===== src/rtl/eel_pkg.sv =====
package eel_pkg;
    typedef enum logic [1:0] {
        OP_RD_WORD = 2'd0,
        OP_RD_ASSY = 2'd1,
        OP_WRITE   = 2'd2,
        OP_FIX_SUM = 2'd3
    } eel_op_e;

    typedef enum logic [3:0] {
        ST_IDLE,
        ST_LD_ISSUE,
        ST_LD_WAIT,
        ST_LD_CHECK,
        ST_SUM_ISSUE,
        ST_SUM_WAIT,
        ST_WR_ISSUE,
        ST_WR_WAIT,
        ST_FINISH
    } eel_state_e;
endpackage


===== src/rtl/eel_accum.sv =====
module eel_accum #(
    parameter int DATA_W = 16
) (
    input  logic              clk,
    input  logic              rst_n,
    input  logic              clr,
    input  logic              add_en,
    input  logic [DATA_W-1:0] add_val,
    output logic [DATA_W-1:0] sum
);
    always_ff @(posedge clk or negedge rst_n) begin
        if (!rst_n)
            sum <= '0;
        else if (clr)
            sum <= '0;
        else if (add_en)
            sum <= sum + add_val;
    end
endmodule


===== src/rtl/eel_shadow.sv =====
module eel_shadow #(
    parameter int          ADDR_W    = 6,
    parameter int          DATA_W    = 16,
    parameter int          SIG_WORD  = 10,
    parameter int          SIG_HI    = 15,
    parameter logic [1:0]  SIG_VALID = 2'b01,
    parameter int          ASSY_LO   = 8,
    parameter int          ASSY_HI   = 9
) (
    input  logic              clk,
    input  logic              rst_n,
    input  logic              wr_en,
    input  logic [ADDR_W-1:0] wr_addr,
    input  logic [DATA_W-1:0] wr_data,
    input  logic              sig_clr,
    input  logic [ADDR_W-1:0] rd_addr,
    output logic [DATA_W-1:0] rd_data,
    output logic [DATA_W-1:0] assy_lo,
    output logic [DATA_W-1:0] assy_hi,
    output logic              sig_ok
);
    localparam int WORDS = 1 << ADDR_W;

    logic [DATA_W-1:0] mem [WORDS];

    always_ff @(posedge clk or negedge rst_n) begin
        if (!rst_n) begin
            for (int i = 0; i < WORDS; i++) mem[i] <= '0;
        end else begin
            if (wr_en) mem[wr_addr] <= wr_data;
            if (sig_clr) mem[SIG_WORD][SIG_HI -: 2] <= 2'b00;
        end
    end

    assign rd_data = mem[rd_addr];
    assign assy_lo = mem[ASSY_LO];
    assign assy_hi = mem[ASSY_HI];
    assign sig_ok  = (mem[SIG_WORD][SIG_HI -: 2] == SIG_VALID);
endmodule


===== src/rtl/eel_image_loader.sv =====
module eel_image_loader #(
    parameter int          ADDR_W    = 6,
    parameter int          DATA_W    = 16,
    parameter logic [15:0] MAGIC     = 16'hBABA,
    parameter int          SIG_WORD  = 10,
    parameter int          SIG_HI    = 15,
    parameter logic [1:0]  SIG_VALID = 2'b01,
    parameter int          ASSY_LO   = 8,
    parameter int          ASSY_HI   = 9
) (
    input  logic                clk,
    input  logic                rst_n,
    input  logic                req_valid,
    input  logic [1:0]          req_op,
    input  logic [ADDR_W:0]     req_idx,
    input  logic [DATA_W-1:0]   req_wdata,
    output logic                busy,
    output logic                rsp_valid,
    output logic                rsp_ok,
    output logic [2*DATA_W-1:0] rsp_data,
    output logic                m_req,
    output logic                m_we,
    output logic [ADDR_W-1:0]   m_addr,
    output logic [DATA_W-1:0]   m_wdata,
    input  logic                m_done,
    input  logic [DATA_W-1:0]   m_rdata,
    input  logic                m_err
);
    import eel_pkg::*;

    localparam int              WORDS  = 1 << ADDR_W;
    localparam int              IDX_W  = ADDR_W + 1;
    localparam logic [ADDR_W-1:0] LAST = ADDR_W'(WORDS - 1);
    localparam logic [ADDR_W-1:0] PRE  = ADDR_W'(WORDS - 2);

    eel_state_e          state, nxt;
    eel_op_e             op_q;
    logic [ADDR_W-1:0]   rd_idx_q;
    logic [ADDR_W-1:0]   ptr;
    logic [DATA_W-1:0]   wdata_q;
    logic                fail_q;

    logic [DATA_W-1:0]   acc_sum, rd_data, assy_lo, assy_hi;
    logic                sig_ok, acc_clr, acc_add, sh_wr, sh_clr;
    logic                req_take, idx_oob, sum_bad;

    assign req_take = (state == ST_IDLE) && req_valid;
    assign idx_oob  = (req_idx >= IDX_W'(WORDS));
    assign sum_bad  = (acc_sum != MAGIC);

    eel_accum #(.DATA_W(DATA_W)) u_accum (
        .clk(clk), .rst_n(rst_n), .clr(acc_clr), .add_en(acc_add),
        .add_val(m_rdata), .sum(acc_sum)
    );

    eel_shadow #(
        .ADDR_W(ADDR_W), .DATA_W(DATA_W), .SIG_WORD(SIG_WORD), .SIG_HI(SIG_HI),
        .SIG_VALID(SIG_VALID), .ASSY_LO(ASSY_LO), .ASSY_HI(ASSY_HI)
    ) u_shadow (
        .clk(clk), .rst_n(rst_n), .wr_en(sh_wr), .wr_addr(ptr), .wr_data(m_rdata),
        .sig_clr(sh_clr), .rd_addr(rd_idx_q), .rd_data(rd_data),
        .assy_lo(assy_lo), .assy_hi(assy_hi), .sig_ok(sig_ok)
    );

    // shadow and accumulator strobes
    assign acc_clr = req_take;
    assign acc_add = ((state == ST_LD_WAIT) || (state == ST_SUM_WAIT)) && m_done && !m_err;
    assign sh_wr   = (state == ST_LD_WAIT) && m_done && !m_err;
    assign sh_clr  = ((state == ST_LD_WAIT) && m_done && m_err)
                   || ((state == ST_LD_CHECK) && sum_bad)
                   || ((state == ST_WR_WAIT) && m_done);

    // state register
    always_ff @(posedge clk or negedge rst_n) begin
        if (!rst_n) state <= ST_IDLE;
        else        state <= nxt;
    end

    // next state
    always_comb begin
        nxt = state;
        unique case (state)
            ST_IDLE: if (req_valid) begin
                unique case (eel_op_e'(req_op))
                    OP_RD_WORD: nxt = (idx_oob || sig_ok) ? ST_FINISH : ST_LD_ISSUE;
                    OP_RD_ASSY: nxt = sig_ok ? ST_FINISH : ST_LD_ISSUE;
                    OP_WRITE:   nxt = ST_WR_ISSUE;
                    OP_FIX_SUM: nxt = ST_SUM_ISSUE;
                    default:    nxt = ST_IDLE;
                endcase
            end
            ST_LD_ISSUE:  nxt = ST_LD_WAIT;
            ST_LD_WAIT:   if (m_done) nxt = m_err ? ST_FINISH
                                              : (ptr == LAST) ? ST_LD_CHECK : ST_LD_ISSUE;
            ST_LD_CHECK:  nxt = ST_FINISH;
            ST_SUM_ISSUE: nxt = ST_SUM_WAIT;
            ST_SUM_WAIT:  if (m_done) nxt = m_err ? ST_FINISH
                                              : (ptr == PRE) ? ST_WR_ISSUE : ST_SUM_ISSUE;
            ST_WR_ISSUE:  nxt = ST_WR_WAIT;
            ST_WR_WAIT:   if (m_done) nxt = ST_FINISH;
            ST_FINISH:    nxt = ST_IDLE;
            default:      nxt = ST_IDLE;
        endcase
    end

    // request context and progress registers
    always_ff @(posedge clk or negedge rst_n) begin
        if (!rst_n) begin
            op_q     <= OP_RD_WORD;
            rd_idx_q <= '0;
            ptr      <= '0;
            wdata_q  <= '0;
            fail_q   <= 1'b0;
        end else begin
            unique case (state)
                ST_IDLE: if (req_valid) begin
                    op_q     <= eel_op_e'(req_op);
                    rd_idx_q <= req_idx[ADDR_W-1:0];
                    wdata_q  <= req_wdata;
                    ptr      <= (eel_op_e'(req_op) == OP_WRITE) ? req_idx[ADDR_W-1:0] : '0;
                    fail_q   <= (eel_op_e'(req_op) == OP_RD_WORD) && idx_oob;
                end
                ST_LD_WAIT: if (m_done) begin
                    if (m_err)             fail_q <= 1'b1;
                    else if (ptr != LAST)  ptr    <= ptr + 1'b1;
                end
                ST_LD_CHECK: if (sum_bad || !sig_ok) fail_q <= 1'b1;
                ST_SUM_WAIT: if (m_done) begin
                    if (m_err) fail_q <= 1'b1;
                    else if (ptr == PRE) begin
                        wdata_q <= MAGIC - (acc_sum + m_rdata);
                        ptr     <= LAST;
                    end else ptr <= ptr + 1'b1;
                end
                ST_WR_WAIT: if (m_done) fail_q <= m_err;
                default: ;
            endcase
        end
    end

    // outputs
    always_comb begin
        busy      = (state != ST_IDLE);
        m_req     = (state == ST_LD_ISSUE) || (state == ST_SUM_ISSUE) || (state == ST_WR_ISSUE);
        m_we      = (state == ST_WR_ISSUE);
        m_addr    = ptr;
        m_wdata   = wdata_q;
        rsp_valid = (state == ST_FINISH);
        rsp_ok    = rsp_valid && !fail_q;
        rsp_data  = '0;
        if (rsp_valid && !fail_q) begin
            unique case (op_q)
                OP_RD_WORD: rsp_data = {{DATA_W{1'b0}}, rd_data};
                OP_RD_ASSY: rsp_data = {assy_hi, assy_lo};
                OP_WRITE,
                OP_FIX_SUM: rsp_data = {{DATA_W{1'b0}}, wdata_q};
                default:    rsp_data = '0;
            endcase
        end
    end
endmodule


===== config.mk =====
export PLATFORM = sky130hd
export DESIGN_NAME = eel_image_loader
export DESIGN_NICKNAME = d
export VERILOG_FILES = /design/src/rtl/eel_pkg.sv /design/src/rtl/eel_accum.sv /design/src/rtl/eel_shadow.sv /design/src/rtl/eel_image_loader.sv
export SDC_FILE = /design/constraint.sdc
export NUM_CORES = 2
export LEC_CHECK = 0
export ABC_CLOCK_PERIOD_IN_PS = 3400
export BUFFER_PORTS_ARGS = -buffer_cell sky130_fd_sc_hd__buf_2
export CORE_UTILIZATION = 48
export CTS_CLUSTER_SIZE = 24
export DETAILED_ROUTE_END_ITERATION = 12
export SYNTH_ARGS = -nofsm -noshare
export SYNTH_HDL_FRONTEND = slang
export SYNTH_HIERARCHICAL = 1
export SYNTH_SLANG_ARGS = --single-unit

===== constraint.sdc =====
create_clock -name clk -period 3.4 [get_ports clk]
set_clock_uncertainty 0.2 [all_clocks]
set_input_delay 0.17 -clock clk [delete_from_list [all_inputs] [get_ports clk]]
set_output_delay 0.17 -clock clk [all_outputs]
set_load 0.02 [all_outputs]

Word level (Yosys, flattened, before mapping)
Cells that the tools add are included.
{ "totals": {"wordCells": 192, "register_bits": 1075, "input_bits": 46} }
{ "op_classes": {"bitwise": 2, "n_reduce_logical": 37, "order_cmp": 4, "n_addsub": 3, "muxes": 44, "n_eq_ne": 30} }
{ "op_table": {"columns": ["cell", "count"], "rows": [
  ["$bwmux W1024", 1],
  ["$mux W864", 1],
  ["$mux W16", 9],
  ["$bmux W16 S6", 1],
  ["$demux W16 S6", 1],
  ["$pmux W32 S3", 1],
  ["$mux W6", 8],
  ["$mux W32", 1],
  ["$mux W4", 8],
  ["$pmux W16 S2", 1],
  ["$pmux W4 S8", 1],
  ["$ge A7 B7 Y1 const B", 3],
  ["$pmux W6 S3", 1],
  ["$add A16 B16 Y16", 1],
  ["$eq A4 B3 Y1 const B", 4],
  ["$ne A16 B16 Y1 const B", 1],
  ["$pmux W4 S4", 1],
  ["$sub A16 B16 Y16 const A", 1],
  ["$not A6 Y7", 2],
  ["$eq A6 B6 Y1 const B", 2],
  ["$ne A2 B2 Y1 const B", 6],
  ["$logic_and A1 B1 Y1", 11],
  ["$ne A2 B1 Y1 const B", 5],
  ["$eq A2 B2 Y1 const B", 4],
  ["other kinds (23)", 45]
]} }

Longest topological paths before layout
{ "logic_depth": {"depth_word": 8, "ltp_mapped": 13} }

Hierarchy
The synthesis kept the hierarchy.
{ "modules_own_cells": {"columns": ["mod", "seq_area_each_um2", "instances", "cells_each", "area_each_um2"], "rows": [
  ["eel_shadow", 25624.6, 1, 3000, 47426.7],
  ["eel_image_loader", 875.8, 1, 473, 3603.5],
  ["eel_accum", 400.4, 1, 154, 1463.9]
]} }

Least setup slack after synthesis
OpenSTA, ideal clock, no wires.
{ "synth_timing": {"kind": "register -> register", "from": "register state[0]", "to": "register u_shadow/mem[1000] (netlist bit)", "stages_incl_launch_ff": 11, "required_ps": 3075, "arrival_ps": 2390, "synth_period_minus_slack_ps": 2714, "setup_time_ps": 125, "n_path_buf": 3, "setup_slack_ps": 686, "path_cell_list": "dfrtp_1 nand2b_1 nor3_2 nor2b_1 buf_4 nor4b_2 nand2b_1 clkbuf_1 nor2_2 buf_4 mux2_2"} }
{ "synth_via": {"elab_chain_len": 3} }
{ "synth_lines": {"columns": ["element", "line_no", "source"], "rows": [
  ["start, declared", "eel_image_loader.sv:36", "eel_state_e state, nxt;"],
  ["start signal, assigned", "eel_image_loader.sv:76", "else state <= nxt;"],
  ["$eq A4 B2 Y1", "eel_image_loader.sv:68", "assign sh_wr = (state == ST_LD_WAIT) && m_done && !m_err;"],
  ["$logic_and A1 B1 Y1 (2 in a row)", "eel_image_loader.sv:68", null],
  ["named net sh_wr", "eel_image_loader.sv:44", "logic sig_ok, acc_clr, acc_add, sh_wr, sh_clr;"],
  ["end signal, assigned by index", "eel_shadow.sv:30", "if (wr_en) mem[wr_addr] <= wr_data;"],
  ["end, declared", "eel_shadow.sv:24", "logic [DATA_W-1:0] mem [WORDS];"]
]} }
The timed path passes the listed nets, and every way through them passes these cells.
A chain may end at the register's enable or synchronous reset.

Worst setup path in the final report
{ "layout_timing": {"from": "register rd_idx_q[0]", "to": "output rsp_data[13]"} }
{ "layout_via": {"elab_chain_len": 6} }
{ "layout_lines": {"columns": ["element", "line_no", "source"], "rows": [
  ["start, declared", "eel_image_loader.sv:38", "logic [ADDR_W-1:0] rd_idx_q;"],
  ["start signal, assigned", "eel_image_loader.sv:118", "rd_idx_q <= req_idx[ADDR_W-1:0];"],
  ["$not A6 Y7 (not written as such)", "eel_shadow.sv:35", "assign rd_data = mem[rd_addr];"],
  ["$bmux W16 S6", "eel_shadow.sv:35", null],
  ["$mux W16 (not written as such) (2 in a row)", "eel_shadow.sv:35", null],
  ["named net rd_data[13]", "eel_image_loader.sv:43", "logic [DATA_W-1:0] acc_sum, rd_data, assy_lo, assy_hi;"],
  ["$pmux W32 S3", "eel_image_loader.sv:152", "unique case (op_q)"],
  ["$mux W32", "eel_image_loader.sv:151", "if (rsp_valid && !fail_q) begin"],
  ["end, declared", "eel_image_loader.sv:20", "output logic [2*DATA_W-1:0] rsp_data,"]
]} }
The timed path passes the listed nets, and every way through them passes these cells. The select of a mux whose other input is x is not followed.

==> flow_summary_export.csv <==
group,metric,value,unit
status,outcome,"finished, violations left",
status,failed_checks,"setup timing",
clock_tree,numCtsBuffers,117,
grt,grt_pass1_wl,232000,um
power,pwr-share-clk,31.0,%
die,die_w,333,um
power,total_power,41.4,mW
sta,finalHoldViolations,0,
routing,vias,32900,
final_layout,multi_input_area,24000,um^2
setup_path,cp_slowest_cell,"mux4_2",
routing,drtIter0Drc,2340,
setup_path,worstSetupStartpoint,"rd_idx_q[0]$_DFFE_PN0P_",
setup_path,reg2reg_to,"u_shadow/mem[166]$_DFFE_PN0P_",
final_layout,mostFrequentLayoutCells,"dfrtp_1 (1,070), mux2_2 (1,000), buf_4 (269), mux4_2 (258), clkbuf_16 (127)",
setup_path,startpoint_type,"register",
place,post-place-ws,-0.296,ns
synth,ys_seq_area_share,51.2,%
setup_path,crit_fanout,12,
die,die_area,111000,um^2
clock_tree,cts.clk_slew.worst_paths,0.06,ns
sta,maxClockFrequency,242,MHz
grt,grt-ovfl-total,0,
final_layout,diodes,0,
die,rows,120,
synth,synth_adder_area_share,1.17,%
routing,firstDrtPassIters,5,
clock_tree,cts_tree,"done",
power,p_leak,29.8,nW
synth,synth.avg_cell_area,14.5,um^2
place,placed_cell_area,55600,um^2
final_layout,fillers,8485,
synth,synthXorXnorAreaFrac,0.400,%
setup_path,cp_num_cells,14,
sta,finalMaxSlewViolations,0,
die,io_pins,105,
sta,finalCriticalPeriod,4.12,ns
worst_hold_path,hp-class,"in -> reg",
final_layout,drive_gt1_share,52.1,%
final_layout,final_area,61700,um^2
die,initial_core_util,48.7,%
setup_path,cp_num_buf_inv,5,
setup_path,crit-reg2reg-launch,"state[0]$_DFFE_PN0P_",
final_layout,area_growth,17.6,%
sta,slew-limit-headroom,22.7,%
clock_tree,clk_latency,0.72,ns
sta,setup_violations,16,
synth,async_flop_share,100,%
setup_path,crit_path_end,"rsp_data[13]",
grt,grt_use_total,27.9,%
sta,setup_ws,-0.725,ns
synth,yosys.area_share.simple,4.50,%
synth,synth_top_family_by_area,"multiplexers",
place,place_hpwl,97800,um
routing,wl_per_cell,28.2,um
power,cell_internal_pwr,27.6,mW
place,port_buffers,104,
sta,worst_pin_slew,1.16,ns
synth,netlist_area,52500,um^2
routing,ant_nets,0,
grt,grt_pass1_vias,35300,
power,ir_worst_vdd,0.495,mV
synth,synth-edff-count,0,
synth,synth_compound_area_share,3.95,%
grt,antenna_found_initial,3,
sta,rsz0062_at_grt,"true",
setup_path,cp_cell_sequence,"buf_12 > buf_16 > mux4_2 > mux2i_1 > buf_4 > a21oi_1 > o21ai_1 > o21ai_4 > mux2i_1 > buf_4 > nor2_4 > a21oi_2 > nor2_1 > buf_4",
synth,synth_mux_area_share,34.6,%
place,gp_congestion,0.881,
clock_tree,clock_path_buffers,3,
die,die_y,333,um
clock_tree,clkSinkCount,1075,
setup_path,path_class,"reg -> out",
routing,finalWirelength,153000,um
routing,drc,0,
power,comb_power_share,34.7,%
synth,synth_warnings,6,
die,coreArea,108000,um^2
final_layout,seqCellArea,26900,um^2
setup_path,setup.worst_path.end_class,"output port",
synth,synthFlopType,"dfrtp_1",
synth,synth_cell_type_count,95,
synth,ys_ff_latch,1075,
power,switchingPower,13.9,mW
setup_path,worstPathRequired,3.03,ns
synth,synth.net_count,3721,
power,p_seq_share,34.3,%
flow_run,max_cap_viol_count,0,
sta,post-route-period-util,121,%
final_layout,nets,4004,
power,sw_frac_of_total,33.5,%
setup_path,arrival,3.75,ns
grt,grt_max_degree,120,
setup_path,slowest_delay,0.53,ns
final_layout,layout_commonest_cell,"dfrtp_1",
clock_tree,cts-root-buf,"clkbuf_16",
setup_path,crit_top_cell,"buf_4",
setup_path,r2r_cells,8,
power,cellPowerDensity,671,nW/um^2
setup_path,path_delay_family,"buffers and inverters",
setup_path,r2r_slack,0.16,ns
clock_tree,ctsHtreeMaxLevel,3,
routing,viasPerCell,6.08,
synth,netlist_instances,3627,
sta,holdWs,0.0541,ns
==> metal layers <==
layer  track usage, %  wire length (um)
met5                0                 0
met4             9.74              5680
met3             3.93              7160
met2             46.3             74900
met1             37.5             64900
==> worst min-delay path by stage <==
stage	endpoint	cells after the start	startpoint	slack, ns
floorplan	fail_q$_DFFE_PN0P_	0	rst_n	-0.33
global placement	u_accum/sum[0]$_DFFE_PN0P_	1	rst_n	0.0009
detailed placement	u_accum/sum[0]$_DFFE_PN0P_	1	rst_n	0.01
CTS	u_accum/sum[12]$_DFFE_PN0P_	5	m_rdata[12]	0.008
global route	m_wdata[6]$_DFFE_PN0P_	4	req_wdata[6]	0.07
finish	u_accum/sum[12]$_DFFE_PN0P_	5	m_rdata[12]	0.05
==> power by group through the flow <==
stage               Clock [mW]  Sequential (mW)  Combinational, mW
floorplan                    0             14.1               7.45
CTS                       13.1             14.2               13.6
detailed placement           0             14.4               12.2
global route              13.6             14.3               15.2
finish                    12.9             14.2               14.4
global placement             0             14.4               12.1
==> worst reg2reg max path: stages (launching register included) <==
cell and delay, ns:
dfrtp_1 0.37, nand2b_1 0.20, nor3_2 0.27, nor2b_1 0.22
buf_4 0.21, nand2b_4 0.09, or2_2 0.59, nor2_8 0.55
mux2_2 0.40
==> cells in the mapped netlist (all sizes together) (8+ instances only) <==
library cell  number  area [um^2]
and3              10         67.6
and2              19          119
nor2b             18          113
ha                46          576
or3               11         73.8
mux2i             61          611
nand2b            18          130
mux2            1023        11500
buf              210         1430
nand3             18          125
a21oi             89          479
a211oi            29          238
nor3              27          163
a31oi              8         50.1
clkbuf           138          536
xor2               8         70.1
mux4             266         6050
dfrtp           1075        26900
inv               48          183
or2                8         50.1
xnor2             16          140
o22ai             43          275
a21o              17          128
nand2            102          405
o21ai             92          468
o41ai              8         77.6
nor2             143          780
nand4              8         65.1
==> per-stage QoR <==
stage	setup TNS (ns)	instances	util, %
detailed placement	-2.42	5076	51.6
finish	-10.35	5406	57.2
floorplan	0	3627	-
global placement	-2.67	5076	51.6
global route	-12.19	5406	57.2
CTS	-10.56	5380	56.7
==> repair_timing <==
item,in CTS,in global routing
endpoints found under the setup margin,19,18
resized for setup,138,67
pin swaps,17,27
hold endpoints to repair,577,0
gates cloned,8,7
hold buffers,69,0
buffers inserted,16,22
==> final cells by class <==
| class | count | area share [%] |
|---|---|---|
| inverters | 48 | 0.296 |
| multi-input cells | 2156 | 38.9 |
| clock inverters | 39 | 0.629 |
| flip-flops and latches | 1075 | 43.6 |
| repair buffers | 512 | 7.97 |
| clock buffers | 173 | 5.72 |
| well taps | 1403 | 2.84 |
==> cell families after synthesis <==
| group | after synthesis |
|---|---|
| AOI/OAI and AO/OA | 327 |
| adders and majority gates | 48 |
| DFF | 1075 |
| xor gates and xnor gates | 24 |
| and+or+nand+nor | 407 |
| muxes | 1350 |
| buffers and inverters | 396 |
==> registers in the layout, summed over array words and instances (netlist names) <==
register,flops
op_q,2
fail_q,1
u_accum/sum,16
u_shadow/assy_lo,16
m_wdata,16
state,4
u_shadow/mem,992
m_addr,6
u_shadow/assy_hi,16
rd_idx_q,6
Note: power is estimated with default switching activity, not from simulation.
